File: config.mk
export PLATFORM = sky130hd
export DESIGN_NAME = systime_ctr
export DESIGN_NICKNAME = d
export VERILOG_FILES = /design/src/rtl/systime_pkg.sv /design/src/rtl/systime_tick_div.sv /design/src/rtl/systime_accum.sv /design/src/rtl/systime_ctr.sv
export SDC_FILE = /design/constraint.sdc
export NUM_CORES = 1
export LEC_CHECK = 0
export ABC_CLOCK_PERIOD_IN_PS = 4600
export BUFFER_PORTS_ARGS = -buffer_cell sky130_fd_sc_hd__buf_2
export CAP_MARGIN = 40
export CORE_ASPECT_RATIO = 0.5
export CORE_MARGIN = 5
export CORE_UTILIZATION = 55
export DETAILED_ROUTE_END_ITERATION = 8
export HOLD_SLACK_MARGIN = 0.06
export MAX_ROUTING_LAYER = met4
export PLACE_DENSITY = 0.74
export SYNTH_ARGS = -nofsm -noshare
export SYNTH_HDL_FRONTEND = slang
export SYNTH_SLANG_ARGS = --single-unit
File: constraint.sdc
create_clock -name clk -period 4.6 [get_ports clk]
set_input_delay 0 -clock clk [delete_from_list [all_inputs] [get_ports clk]]
set_output_delay 0 -clock clk [all_outputs]
set_load 0.02 [all_outputs]
File: src/rtl/systime_pkg.sv
package systime_pkg;
    parameter int CNT_W  = 64;
    parameter int WORD_W = 32;
    parameter int PER_W  = 8;
    parameter int INC_W  = 24;
    parameter int ADDR_W = 2;

    localparam logic [ADDR_W-1:0] ADR_TLO = 2'd0;
    localparam logic [ADDR_W-1:0] ADR_THI = 2'd1;
    localparam logic [ADDR_W-1:0] ADR_INC = 2'd2;

    localparam logic [PER_W-1:0] NOM_PERIOD = 8'd1;
    localparam logic [INC_W-1:0] NOM_STEP   = INC_W'(16) << 19;

    typedef struct packed {
        logic [WORD_W-1:0] incr;
        logic [WORD_W-1:0] lo_stage;
        logic [WORD_W-1:0] hi_snap;
    } regs_t;
endpackage

File: src/rtl/systime_tick_div.sv
module systime_tick_div #(
    parameter int PER_W = 8
) (
    input  logic             clk,
    input  logic             rst_n,
    input  logic [PER_W-1:0] period,
    input  logic             restart,
    output logic             step,
    output logic [PER_W-1:0] tick_cnt
);
    logic [PER_W-1:0] cnt_d, cnt_q;
    logic             hit;

    always_comb begin
        hit   = (period != '0) && (cnt_q == period - PER_W'(1));
        cnt_d = cnt_q + PER_W'(1);
        if (restart || period == '0 || hit)
            cnt_d = '0;
        step = hit && !restart;
    end

    always_ff @(posedge clk or negedge rst_n) begin
        if (!rst_n) cnt_q <= '0;
        else        cnt_q <= cnt_d;
    end

    assign tick_cnt = cnt_q;
endmodule

File: src/rtl/systime_accum.sv
module systime_accum #(
    parameter int CNT_W = 64,
    parameter int INC_W = 24
) (
    input  logic             clk,
    input  logic             rst_n,
    input  logic             step,
    input  logic [INC_W-1:0] inc,
    input  logic             load,
    input  logic [CNT_W-1:0] load_val,
    output logic [CNT_W-1:0] count
);
    logic [CNT_W-1:0] count_d, count_q;

    always_comb begin
        count_d = count_q;
        if (load)
            count_d = load_val;
        else if (step)
            count_d = count_q + CNT_W'(inc);
    end

    always_ff @(posedge clk or negedge rst_n) begin
        if (!rst_n) count_q <= '0;
        else        count_q <= count_d;
    end

    assign count = count_q;
endmodule

File: src/rtl/systime_ctr.sv
module systime_ctr
    import systime_pkg::*;
(
    input  logic              clk,
    input  logic              rst_n,
    input  logic              reg_wr,
    input  logic              reg_rd,
    input  logic [ADDR_W-1:0] reg_addr,
    input  logic [WORD_W-1:0] reg_wdata,
    output logic [WORD_W-1:0] reg_rdata
);
    localparam int INC_LSB = 0;
    localparam int PER_LSB = INC_W;

    regs_t            r_d, r_q;
    logic [CNT_W-1:0] count_q;
    logic [PER_W-1:0] tick_q;
    logic             step;
    logic             wr_lo, wr_hi, wr_inc, rd_lo;

    always_comb begin
        wr_lo  = reg_wr && reg_addr == ADR_TLO;
        wr_hi  = reg_wr && reg_addr == ADR_THI;
        wr_inc = reg_wr && reg_addr == ADR_INC;
        rd_lo  = reg_rd && reg_addr == ADR_TLO;

        r_d = r_q;
        if (wr_lo)  r_d.lo_stage = reg_wdata;
        if (wr_inc) r_d.incr     = reg_wdata;
        if (rd_lo)  r_d.hi_snap  = count_q[CNT_W-1:WORD_W];

        case (reg_addr)
            ADR_TLO: reg_rdata = count_q[WORD_W-1:0];
            ADR_THI: reg_rdata = r_q.hi_snap;
            ADR_INC: reg_rdata = r_q.incr;
            default: reg_rdata = '0;
        endcase
    end

    always_ff @(posedge clk or negedge rst_n) begin
        if (!rst_n) begin
            r_q.incr     <= {NOM_PERIOD, NOM_STEP};
            r_q.lo_stage <= '0;
            r_q.hi_snap  <= '0;
        end else begin
            r_q <= r_d;
        end
    end

    systime_tick_div #(.PER_W(PER_W)) u_div (
        .clk      (clk),
        .rst_n    (rst_n),
        .period   (r_q.incr[PER_LSB +: PER_W]),
        .restart  (wr_inc),
        .step     (step),
        .tick_cnt (tick_q)
    );

    systime_accum #(.CNT_W(CNT_W), .INC_W(INC_W)) u_acc (
        .clk      (clk),
        .rst_n    (rst_n),
        .step     (step),
        .inc      (r_q.incr[INC_LSB +: INC_W]),
        .load     (wr_hi),
        .load_val ({reg_wdata, r_q.lo_stage}),
        .count    (count_q)
    );
endmodule

==> reports/qor.csv, run 1 <==
metric,value,unit
status,completed,
cts_max_path_buffers,2,
worstPathMaxFanout,17,
synth_top_family_by_area,simple AND/OR/NAND/NOR gates,
yosys_warnings,0,
reg2reg_to,u_acc.count[60],
r2r_setup_slack,0.81,ns
post-route-period-util,82.4,%
yosys.area_share.adder,3.61,%
rsz0062_at_grt,false,
cp.required,4.95,ns
antenna_found_initial,0,
worstMarginPinSlew,1.01,ns
hold_path.class,primary input to async pin,
cts.clk_slew.worst_paths,0.07,ns
leakage,0.00478,µW
portBuffers,69,
drt_iter0_markers,739,
cp.depth,10,
synth_nets,1043,
worstSetupEndpoint,u_acc.count[60],
synth.area.top_cells,"dfrtp_1 (43%), mux2_2 (11%), o21ai_0 (4.6%), nand2_1 (4.4%), mux2i_1 (4.4%)",
nNetsFinal,1117,
drc_errors,0,
fin_hold_ws,0.121,ns
hold_viol,0,
n_antenna_cell,0,
finalWirelength,26.5,mm
ir_drop,0.317,mV
seq_area_frac_synth,44.0,%
synth-async-reset-ratio,100,%
synth_compound_area_share,12.6,%
fill_cells,1441,
viasPerCell,6.12,
timing.fmax,0.264,GHz
grt_pass1_wl,42.9,mm
cts_root_buf,clkbuf_16,
grt_usage,27.8,%
startpoint_type,flip-flop,
synth_ff_type,dfrtp_1,
first_pass_iters,5,
grt_max_degree,91,
synth_top_cell_by_area,dfrtp_1,
cp_cell_sequence,"inv_1, ha_1, xor2_1, o221ai_1, o41a_1, a2111oi_4, o211ai_2, or2_0, or4_1, a31oi_1",
setup-tns-final,0,ns
syn_inst,978,
fin_worst_skew,0.0163,ns
avgRoutedWirePerCell,20.4,µm
clock-sinks,168,
dieArea,20300,µm²
period_needed,3.79,ns
layout-drive-gt1-share,21.0,%
avgSynthCellArea,9.78,µm²
initial_core_util,55.5,%
antenna_left,0,
cap_violations,0,
chipHeight,103,µm
slowest_delay,0.57,ns
synth_top_area_share,43.4,%
gp_congestion,0.922,
synth_seq_cells,168,
worstReg2RegStart,r_q[88],
syn_area,9560,µm²
drv_slew,0,
cts_htree_levels,4,
synthToLayoutAreaGrowth,15.3,%
grt_overflow,0,
io_pins,70,
die_width,196,µm
synth-simple-area-share,15.8,%
cts_tree,built,
core_area,17200,µm²
cp.buffers_inverters,1,
synth_enable_flop_cells,0,
critPathTopFamily,compound AO/OA/AOI/OAI gates,
place.detailed.hpwl,18.1,mm
grt_pass1_vias,7863,
synthMuxAreaShare,15.6,%
via_count,7952,
synthTopCellsByCount,"dfrtp_1 (166), nand2_1 (113), mux2_2 (95)",
rr_worst_depth,10,
power_density,506,nW/µm²
num_rows,34,
critPathCaptureType,flip-flop,
synth_xor_area_share,5.59,%
cp.arrival,4.14,ns
synth_cell_type_count,57,
finalSetupViolations,0,
cts_buffers,17,
synth_most_common_cell,dfrtp_1,
crit_slowest_cell,dfstp_2,
slew_headroom,32.2,%
clock_latency,0.43,ns
crit_start,r_q[88],
worstSetupPathType,flip-flop to flip-flop,
[metrics by stage]
| step | power, µW | instances | setup slack [ns] | instance area (µm²) | util [%] |
|---|---|---|---|---|---|
| global route | 5900 | 1299 | 0.581 | 11000 | 64.0 |
| detailed placement | 4120 | 1234 | 0.925 | 10100 | 58.8 |
| floorplan | 3530 | 978 | 1.44 | 9560 | - |
| CTS | 5570 | 1299 | 0.896 | 11000 | 64.0 |
| finish | 5580 | 1299 | 0.808 | 11000 | 64.0 |
| global placement | 4050 | 1233 | 1.06 | 10100 | 58.6 |
[worst min-delay path by stage]
stage	slack [ns]	from	endpoint	cells after the start
2_1_floorplan	-0.30	rst_n	r_q[0]	0
3_3_place_gp	0.03	rst_n	r_q[72]	1
3_5_place_dp	0.05	rst_n	r_q[72]	1
4_1_cts	0.16	rst_n	u_acc.count[8]	2
5_1_grt	0.18	rst_n	r_q[39]	2
6_report	0.12	rst_n	r_q[39]	2
[cell type report]
| cell class | count | area, µm² | area share, % |
|---|---|---|---|
| clock buffers | 18 | 439 | 3.98 |
| clock inverters | 14 | 139 | 1.26 |
| inverters | 13 | 48.8 | 0.442 |
| multi-input cells | 736 | 5100 | 46.3 |
| flip-flops and latches | 168 | 4210 | 38.1 |
| well taps | 234 | 293 | 2.65 |
| repair buffers | 116 | 800 | 7.25 |
[per-layer routing]
metal / vias up / routed length, µm / GRT usage [%]
li1: 3660 / - / -
met3: 33 / 1820 / 5.50
met2: 280 / 11600 / 41.2
met1: 3979 / 12800 / 39.8
met4: 0 / 288 / 6.60
met5: - / 0 / -
[registers in the layout, summed over array words and instances (netlist names)]
register,flops
r_q,96
u_acc.count,64
u_div.tick_cnt,8
[cells by family after synthesis]
| group | after synthesis |
|---|---|
| compound gates | 201 |
| xor+xnor | 61 |
| fa+ha+maj | 27 |
| buf+inv | 74 |
| flops | 168 |
| mux | 137 |
| simple gates | 310 |
[placed cells by master, fill, tap and decap left out, types with 8 or more instances in the layout]
cell / instances
nor2_1: 54
and3_1: 16
nand3_1: 34
or4_1: 8
a21oi_1: 45
nor3_1: 12
o21ai_0: 88
xor2_1: 20
buf_2: 68
mux2i_1: 42
a31oi_1: 12
xnor2_1: 41
clkbuf_16: 17
buf_4: 13
mux2_2: 95
dlygate4sd3_1: 33
a21o_1: 18
dfrtp_1: 166
nand4_1: 13
inv_1: 13
ha_1: 26
nand2_1: 113
nor4_1: 22
o21a_1: 8
[timing repair]
action / 4_1_cts / 5_1_grt
hold buffers: 33 / 0
hold endpoints to repair: 163 / 0
setup buffers: 0 / 0
resized for setup: 0 / 0
[power by group]
part / switching [µW] / leakage, µW / internal [µW]
clock: 643 / 0.000276 / 774
sequential: 335 / 0.00203 / 1820
combinational: 1140 / 0.00247 / 866
(Power assumes the default switching activity.)
==> inputs of run 2 (changes only) <==
Settings changed: ABC_CLOCK_PERIOD_IN_PS 4600 to 3600.
Clock period 4.6 ns to 3.6 ns, I/O delays scaled along.
==> reports/qor.csv, run 2 (synthesis gave the netlist of run 1 again) <==
metric,value,unit
finalSetupViolations,0,
via_count,7990,
worstMarginPinSlew,0.838,ns
cts_max_path_buffers,2,
cap_violations,0,
post-route-period-util,93.9,%
place.detailed.hpwl,17.7,mm
timing.critical_path.mode_cell,nor4_1,
status,completed,
timing.fmax,0.296,GHz
leakage,0.00486,µW
critPathCaptureType,flip-flop,
n_antenna_cell,0,
fin_hold_ws,0.232,ns
ir_drop,0.377,mV
cp.required,3.91,ns
chipHeight,103,µm
gp_congestion,0.891,
cts_buffers,17,
fin_worst_skew,0.0140,ns
avgRoutedWirePerCell,20.4,µm
antenna_left,0,
drc_errors,0,
fin_cells,1305,
slowest_delay,0.59,ns
largest_register_ffs,96,
portBuffers,69,
synthToLayoutAreaGrowth,17.0,%
worstPathMaxFanout,9,
clock_latency,0.43,ns
rsz0062_at_grt,false,
dieArea,20300,µm²
regMostFlops,r_q,
cts_tree,built,
antenna_found_initial,0,
drv_slew,0,
grt_usage,27.8,%
place_inst,1240,
cp_cell_sequence,"nor4_1, o211a_1, o21ai_1, a2111oi_4, nand3b_1, nor4_1, buf_4, xnor2_1, o21ai_0",
layout-drive-gt1-share,21.4,%
grt_pass1_vias,7961,
final_common_cell,dfrtp_1,
viasPerCell,6.12,
hold_path.class,primary input to async pin,
cts_root_buf,clkbuf_16,
cp.arrival,3.69,ns
crit_slowest_cell,a2111oi_4,
core_area,17200,µm²
drt_iter0_markers,720,
setup-tns-final,0,ns
place_ws,0.253,ns
grt_max_degree,90,
seqCellArea,4210,µm²
die_width,196,µm
finalWirelength,26.6,mm
nNetsFinal,1123,
power_density,661,nW/µm²
cts.clk_slew.worst_paths,0.07,ns
postCtsSetupRepairBufs,0,
first_pass_iters,5,
period_needed,3.38,ns
layout_common_cells,"dfrtp_1 (166), nand2_1 (113), mux2_2 (95), o21ai_0 (88), buf_2 (68)",
clock-sinks,168,
initial_core_util,55.5,%
fin_ws,0.221,ns
grt_overflow,0,
cts_htree_levels,4,
multiInputGateArea,5110,µm²
io_pins,70,
grt_pass1_wl,43.0,mm
slew_headroom,44.1,%
num_rows,34,
hold_viol,0,
fill_cells,1396,
worstSetupPathType,flip-flop to flip-flop,
startpoint_type,flip-flop,
[run 2: changes by cell type in the layout (fill, tap and decap cells not counted), sizes merged]
cell,before,now
buf,83,89
bufinv,1,5
clkinv,4,2
inv,19,14
clkbuf,18,21
[run 2: worst max-delay path: cells and delay by family (launching register included)]
kind | cells | cell delay, ns
compound gates | 4 | 1.01
flops | 1 | 0.47
xor+xnor | 1 | 0.14
simple gates | 3 | 1.43
buf+inv | 1 | 0.20
[run 2: area by class of cell]
| class | instances | share of cell area, % |
|---|---|---|
| clock buffers | 21 | 4.11 |
| clock inverters | 11 | 1.74 |
| inverters | 13 | 0.436 |
| multi-input cells | 736 | 45.7 |
| flip-flops and latches | 168 | 37.6 |
| well taps | 234 | 2.62 |
| repair buffers | 122 | 7.84 |
[run 2: per-stage QoR]
stage,instance area (µm²),total power [µW],util (%)
6_report,11200,7400,65.0
5_1_grt,11200,7800,65.0
4_1_cts,11200,7370,64.9
3_5_place_dp,10200,5250,59.2
3_3_place_gp,10200,5170,59.0
2_1_floorplan,9560,4510,-
[run 2: path summary, 6_finish.rpt]
path | startpoint | to | slack, ns | cells past startpoint
setup reg to reg | r_q[91] | u_acc.count[55] | 0.22 | 9
max in group asynchronous | rst_n | r_q[88] | 2.39 | 3
setup / recovery | r_q[91] | u_acc.count[55] | 0.22 | 9
hold / removal | rst_n | r_q[39] | 0.23 | 2
hold reg to reg | r_q[47] | u_acc.count[15] | 0.47 | 2
min in group clk | reg_wr | u_acc.count[32] | 0.26 | 6
[run 2: per-layer routing]
metal	global-route usage, %	share of wire (%)
met4	7.51	1.7
met3	5.50	7.3
met1	39.4	47
met2	41.4	44
met5	-	0
[run 2: where the power goes]
group	total, µW	internal, µW	leakage, µW	switching, µW
Sequential	2760	2330	0.00203	428
Clock	2070	1270	0.000310	796
Combinational	2570	1110	0.00252	1460
Total	7400	4720	0.00486	2680
[run 2: repair_timing]
item / in CTS / in global routing
endpoints found under the setup margin: 0 / 17
hold endpoints to repair: 184 / 0
gates resized for setup: 0 / 2
hold buffers: 33 / 0
